File: src/rtl/uart_tx_pkg.sv
package uart_tx_pkg;
    localparam int MAX_BITS = 9;
    localparam int FRAME_W  = 1 + MAX_BITS + 1 + 2;
    localparam int CNT_W    = $clog2(FRAME_W + 1);

    typedef struct packed {
        logic [MAX_BITS-1:0] data;
        logic                full;
    } hold_t;

    typedef struct packed {
        logic               busy;
        logic [FRAME_W-1:0] frame;
        logic [CNT_W-1:0]   cnt;
        logic [CNT_W-1:0]   len;
    } shift_t;

    function automatic logic [CNT_W-1:0] width_of(input logic [2:0] code);
        case (code)
            3'd0:    width_of = CNT_W'(5);
            3'd1:    width_of = CNT_W'(6);
            3'd2:    width_of = CNT_W'(7);
            3'd4:    width_of = CNT_W'(9);
            default: width_of = CNT_W'(8);
        endcase
    endfunction
endpackage

File: src/rtl/uart_tx_holdbuf.sv
module uart_tx_holdbuf
    import uart_tx_pkg::*;
(
    input  logic                clk,
    input  logic                rst_n,
    input  logic                wr_valid,
    input  logic [MAX_BITS-1:0] wr_word,
    input  logic                take,
    output logic [MAX_BITS-1:0] data_o,
    output logic                full_o
);
    hold_t hold_d, hold_q;

    always_comb begin
        hold_d = hold_q;
        if (take) begin
            hold_d.full = 1'b0;
        end else if (wr_valid && !hold_q.full) begin
            hold_d.data = wr_word;
            hold_d.full = 1'b1;
        end
    end

    always_ff @(posedge clk or negedge rst_n) begin
        if (!rst_n) hold_q <= '0;
        else        hold_q <= hold_d;
    end

    assign data_o = hold_q.data;
    assign full_o = hold_q.full;
endmodule

File: src/rtl/uart_tx_serializer.sv
module uart_tx_serializer
    import uart_tx_pkg::*;
(
    input  logic                clk,
    input  logic                rst_n,
    input  logic                tx_en,
    input  logic                bit_tick,
    input  logic [2:0]          char_size,
    input  logic                par_en,
    input  logic                par_odd,
    input  logic                two_stop,
    input  logic                buf_full,
    input  logic [MAX_BITS-1:0] buf_data,
    output logic                take_o,
    output logic                frame_end_o,
    output logic                tx_line_o
);
    shift_t sh_d, sh_q;

    logic [CNT_W-1:0]    nbits;
    logic [MAX_BITS-1:0] masked;
    logic                par_bit;
    logic [FRAME_W-1:0]  built;
    logic [CNT_W-1:0]    built_len;
    logic                advance, last;

    always_comb begin
        nbits   = width_of(char_size);
        masked  = buf_data & ((MAX_BITS'(1) << nbits) - MAX_BITS'(1));
        par_bit = (^masked) ^ par_odd;
        built   = '1;
        built[0] = 1'b0;
        for (int i = 0; i < MAX_BITS; i++) begin
            if (i < int'(nbits)) built[1 + i] = masked[i];
        end
        if (par_en) built[1 + int'(nbits)] = par_bit;
        built_len = CNT_W'(1) + nbits + CNT_W'(par_en) + (two_stop ? CNT_W'(2) : CNT_W'(1));

        advance     = tx_en && bit_tick;
        last        = sh_q.busy && (sh_q.cnt == sh_q.len - CNT_W'(1));
        take_o      = advance && buf_full && (!sh_q.busy || last);
        frame_end_o = advance && last;

        sh_d = sh_q;
        if (!tx_en) begin
            sh_d.busy = 1'b0;
        end else if (take_o) begin
            sh_d.busy  = 1'b1;
            sh_d.frame = built;
            sh_d.cnt   = '0;
            sh_d.len   = built_len;
        end else if (frame_end_o) begin
            sh_d.busy  = 1'b0;
        end else if (advance && sh_q.busy) begin
            sh_d.frame = {1'b1, sh_q.frame[FRAME_W-1:1]};
            sh_d.cnt   = sh_q.cnt + CNT_W'(1);
        end
    end

    always_ff @(posedge clk or negedge rst_n) begin
        if (!rst_n) begin
            sh_q       <= '0;
            sh_q.frame <= '1;
        end else begin
            sh_q <= sh_d;
        end
    end

    assign tx_line_o = !(tx_en && sh_q.busy) || sh_q.frame[0];
endmodule

File: src/rtl/uart_tx_status.sv
module uart_tx_status (
    input  logic clk,
    input  logic rst_n,
    input  logic frame_end,
    input  logic take,
    input  logic txc_clr,
    input  logic txc_ack,
    input  logic buf_full,
    input  logic ie_empty,
    input  logic ie_done,
    output logic buf_empty_o,
    output logic tx_done_o,
    output logic irq_empty_o,
    output logic irq_done_o
);
    logic done_d, done_q;

    always_comb begin
        done_d = done_q;
        if (frame_end && !take)      done_d = 1'b1;
        else if (txc_clr || txc_ack) done_d = 1'b0;
    end

    always_ff @(posedge clk or negedge rst_n) begin
        if (!rst_n) done_q <= 1'b0;
        else        done_q <= done_d;
    end

    assign buf_empty_o = !buf_full;
    assign tx_done_o   = done_q;
    assign irq_empty_o = ie_empty && !buf_full;
    assign irq_done_o  = ie_done && done_q;
endmodule

File: src/rtl/uart_frame_tx.sv
module uart_frame_tx
    import uart_tx_pkg::*;
(
    input  logic       clk,
    input  logic       rst_n,
    input  logic       tx_en,
    input  logic       bit_tick,
    input  logic [2:0] char_size,
    input  logic       par_en,
    input  logic       par_odd,
    input  logic       two_stop,
    input  logic       wr_valid,
    input  logic [7:0] wr_data,
    input  logic       wr_bit8,
    input  logic       txc_clr,
    input  logic       txc_ack,
    input  logic       ie_empty,
    input  logic       ie_done,
    output logic       tx_line,
    output logic       buf_empty,
    output logic       tx_done,
    output logic       irq_empty,
    output logic       irq_done
);
    logic [MAX_BITS-1:0] held_data;
    logic                held_full;
    logic                take;
    logic                frame_end;

    uart_tx_holdbuf u_hold (
        .clk      (clk),
        .rst_n    (rst_n),
        .wr_valid (wr_valid),
        .wr_word  ({wr_bit8, wr_data}),
        .take     (take),
        .data_o   (held_data),
        .full_o   (held_full)
    );

    uart_tx_serializer u_ser (
        .clk         (clk),
        .rst_n       (rst_n),
        .tx_en       (tx_en),
        .bit_tick    (bit_tick),
        .char_size   (char_size),
        .par_en      (par_en),
        .par_odd     (par_odd),
        .two_stop    (two_stop),
        .buf_full    (held_full),
        .buf_data    (held_data),
        .take_o      (take),
        .frame_end_o (frame_end),
        .tx_line_o   (tx_line)
    );

    uart_tx_status u_stat (
        .clk         (clk),
        .rst_n       (rst_n),
        .frame_end   (frame_end),
        .take        (take),
        .txc_clr     (txc_clr),
        .txc_ack     (txc_ack),
        .buf_full    (held_full),
        .ie_empty    (ie_empty),
        .ie_done     (ie_done),
        .buf_empty_o (buf_empty),
        .tx_done_o   (tx_done),
        .irq_empty_o (irq_empty),
        .irq_done_o  (irq_done)
    );
endmodule

File: config.mk
export PLATFORM = sky130hd
export DESIGN_NAME = uart_frame_tx
export DESIGN_NICKNAME = d
export VERILOG_FILES = /design/src/rtl/uart_tx_pkg.sv /design/src/rtl/uart_tx_holdbuf.sv /design/src/rtl/uart_tx_serializer.sv /design/src/rtl/uart_tx_status.sv /design/src/rtl/uart_frame_tx.sv
export SDC_FILE = /design/constraint.sdc
export NUM_CORES = 1
export LEC_CHECK = 0
export BUFFER_PORTS_ARGS = -buffer_cell sky130_fd_sc_hd__buf_2
export CORE_ASPECT_RATIO = 0.75
export CORE_MARGIN = 2
export CORE_UTILIZATION = 55
export CTS_BUF_LIST = sky130_fd_sc_hd__clkbuf_4
export CTS_CLUSTER_DIAMETER = 150
export DETAILED_ROUTE_END_ITERATION = 10
export PLACE_DENSITY = 0.78
export RECOVER_POWER = 100
export SLEW_MARGIN = 20
export SYNTH_ARGS = -nofsm -noshare
export SYNTH_HDL_FRONTEND = slang
export SYNTH_SLANG_ARGS = --single-unit
File: constraint.sdc
create_clock -name clk -period 3.91 [get_ports clk]
set_input_delay 0.391 -clock clk [delete_from_list [all_inputs] [get_ports clk]]
set_output_delay 0.391 -clock clk [all_outputs]
set_load 0.1 [all_outputs]
==> results.yml <==
global_route:
  antenna_found_initial: 0
  gr-usage-met3_pct: 5.66
  grt_pass1_vias: 1369
  grt_util_met1_pct: 24.8
  grt_pass1_wl_mm: 5.92
  grt_max_degree: 34
  grt_util_all_layers_pct: 19.2
  grt-busiest-layer: "met2"
  grt_remaining_overflow: 0
  grtUsageMet2_pct: 30.1
layout:
  multiInputGateArea_um2: 973
  synthToLayoutAreaGrowth_pct: 11.7
  nets: 252
  drive_gt1_share_pct: 25.5
  fillCellCount: 260
  final_cells: 260
  n_antenna_cell: 0
  regArea_um2: 842
drt:
  avgViaCountPerCell: 5.40
  vias: 1405
  wl_per_cell_um: 13.4
  wl_mm: 3.48
  drc_errors: 0
  first_pass_iters: 5
  dr.first_iter.drc_count: 59
  postRouteAntennaNets: 0
yosys:
  synth_flop_cell: "dfrtp_1"
  synth_area_leaders: "dfrtp_1 (26%), dfstp_2 (18%), xnor2_1 (5.9%)"
  syn_area_per_cell_um2: 10.1
  synth_top_area_share_pct: 26.0
  ys_seq_area_share_pct: 43.8
  synthCells: 191
  synth.largest_area_cell: "dfrtp_1"
  synth_area_um2: 1920
  synth_edf_count: 0
  synthArstFlopShare_pct: 100
  synth.distinct_cells: 46
  ys_seq_elements: 33
  yosysWarnings: 0
cts:
  cts-root-buf: "clkbuf_4"
  post_cts_resized: 0
  clock_latency_ns: 0.34
  path_clk_slew_ns: 0.12
  numCtsBuffers: 5
  postCtsHoldBufs: 0
  cts.htree.levels: 2
  cts_max_path_buffers: 2
  cts_setup_buffers: 0
  clock_sinks: 33
  cts_tree: "yes"
worst_setup_path:
  path_class: "register to register"
  path_max_fanout: 16
  required_ns: 4.14
  end_kind: "register"
  crit_arrival_ns: 3.11
  crit_path_start_kind: "register"
power_and_ir_drop:
  total_power_mw: 1.61
  leakage_nw: 0.958
  p_comb_share_pct: 39.9
  ir_drop_v: 0.000465
  switching_power_mw: 0.572
  p_int_mw: 1.03
  swShare_pct: 35.6
  pwr_density_cell_nw_per_um2: 747
  seqPwrFrac_pct: 39.7
  p_clk_share_pct: 20.4
floorplanning:
  rows: 18
  start_util_pct: 58.1
  die_h_um: 55.2
  core_um2: 3310
  dieArea_um2: 3990
  io_pins: 29
  fp.dieW_um: 72.3
sta:
  slew-limit-headroom_pct: -14.1
  finalSetupViolCount: 0
  drv_slew: 34
  setup_tns_ns: 0
  period_minus_slack_ns: 2.88
  fin_skew_ns: 0.0106
  holdWs_ns: 0.269
  rsz0062_at_grt: "false"
  worstMarginPinSlew_ns: 1.71
  min_period_over_period_pct: 73.7
  final-hold-violation-count: 0
  fmax_ghz: 0.347
run_status:
  violations: "max-capacitance violations, max-slew violations"
  outcome: "complete, but fails checks"
flow_run:
  cap_violations: 1
place:
  portBuffers: 28
  dp_hpwl_mm: 2.49
  dp.cells: 252
  gp_congestion: 0.853
min_path:
  hp-class: "input pin to register"
==> cell families (layout without fill, tap and decap cells) <==
kind of cell,after synthesis,count (layout),share of synthesized area [%]
multiplexers,12,12,6.83
other,1,2,0.195
XOR/XNOR,19,19,9.43
flip-flops,33,33,43.8
adder cells (fa/ha/maj),10,10,6.76
AND/OR/NAND/NOR,58,58,14.1
buffers and inverters,20,48,5.07
AO/OA/AOI/OAI,38,38,13.8
==> registers in the layout, indices dropped and copies added (netlist names) <==
| name | cells |
|---|---|
| u_stat.tx_done_o | 1 |
| u_ser.sh_q | 22 |
| u_hold.data_o | 9 |
| u_hold.full_o | 1 |
==> layer usage <==
layer	up-vias	share of wire, %
met3	6	3.9
li1	711	-
met2	29	45
met4	0	1.9
met5	-	0
met1	659	49
==> power groups by stage <==
stage	clock network, mW	logic, mW	registers (mW)
finish	0.327	0.641	0.637
global route	0.349	0.726	0.656
CTS	0.335	0.667	0.636
detailed placement	0	0.658	0.641
global placement	0	0.654	0.639
floorplan	0	0.571	0.607
==> cell usage in the layout (no fill, tap or decap), types with 2 or more instances in the layout <==
master and n:
nor2_1 17, a31oi_1 3, xor2_1 5, o211ai_1 3
o221ai_1 2, xnor2_1 13, nor3b_1 2, a21oi_1 8
bufinv_16 2, clkbuf_1 7, dfrtp_1 20, mux2_2 9
o21ai_0 10, dfstp_2 13, inv_1 11, mux2i_1 3
conb_1 2, nand3b_1 2, o32ai_1 2, clkbuf_4 5
nor3_1 3, nand3_1 5, a21o_1 2, buf_2 22
nand2_1 22, ha_1 8, nor2b_1 3
==> worst max-delay path, stage by stage, from the launching register on <==
cell and delay [ns]:
dfrtp_1 0.42, inv_1 0.08, ha_1 0.14, xor3_1 0.39, nor3_1 0.36, a21boi_0 0.19
o211ai_1 0.94, o21ai_0 0.26
==> metrics by stage <==
stage                     cell area, um2  setup slack (ns)  util (%)
after global routing                2150             0.701      64.9
after floorplan                     1930              1.64         -
after detailed placement            2070              1.50      62.5
after global placement              2070              1.60      62.5
after CTS                           2180              1.48      65.7
final                               2150              1.03      64.9
==> cells in the mapped netlist, types with 2 or more instances <==
cell / n
a21o_1: 2
a21oi_1: 8
a31oi_1: 3
buf_2: 3
buf_4: 3
clkbuf_1: 2
dfrtp_1: 20
dfstp_2: 13
ha_1: 8
inv_1: 11
mux2_2: 9
mux2i_1: 3
nand2_1: 21
nand3_1: 5
nand3b_1: 2
nor2_1: 16
nor2b_1: 3
nor3_1: 2
nor3b_1: 2
o211ai_1: 2
o21ai_0: 6
o21ai_1: 5
o221ai_1: 2
o32ai_1: 2
xnor2_1: 13
xor2_1: 5
==> worst paths after layout <==
kind,startpoint,end,slack [ns],depth (start not counted)
min in group asynchronous,rst_n,u_hold.data_o[2],0.48,1
worst min register to register,u_ser.sh_q[8],u_ser.sh_q[8],0.48,2
worst max register to register,u_ser.sh_q[0],u_ser.sh_q[13],1.03,7
worst min-delay path,wr_data[4],u_hold.data_o[4],0.27,2
max in group asynchronous,rst_n,u_ser.sh_q[7],2.44,1
worst max-delay path,u_ser.sh_q[0],u_ser.sh_q[13],1.03,7
==> cell type report <==
type,count,share of cell area [%]
multi-input cells,139,45.3
clock buffers,5,1.75
well taps,40,2.33
repair buffers,29,6.34
flip-flops and latches,33,39.2
clock inverters,3,3.20
inverters,11,1.92
No activity file was read; power rests on OpenSTA's default activity.
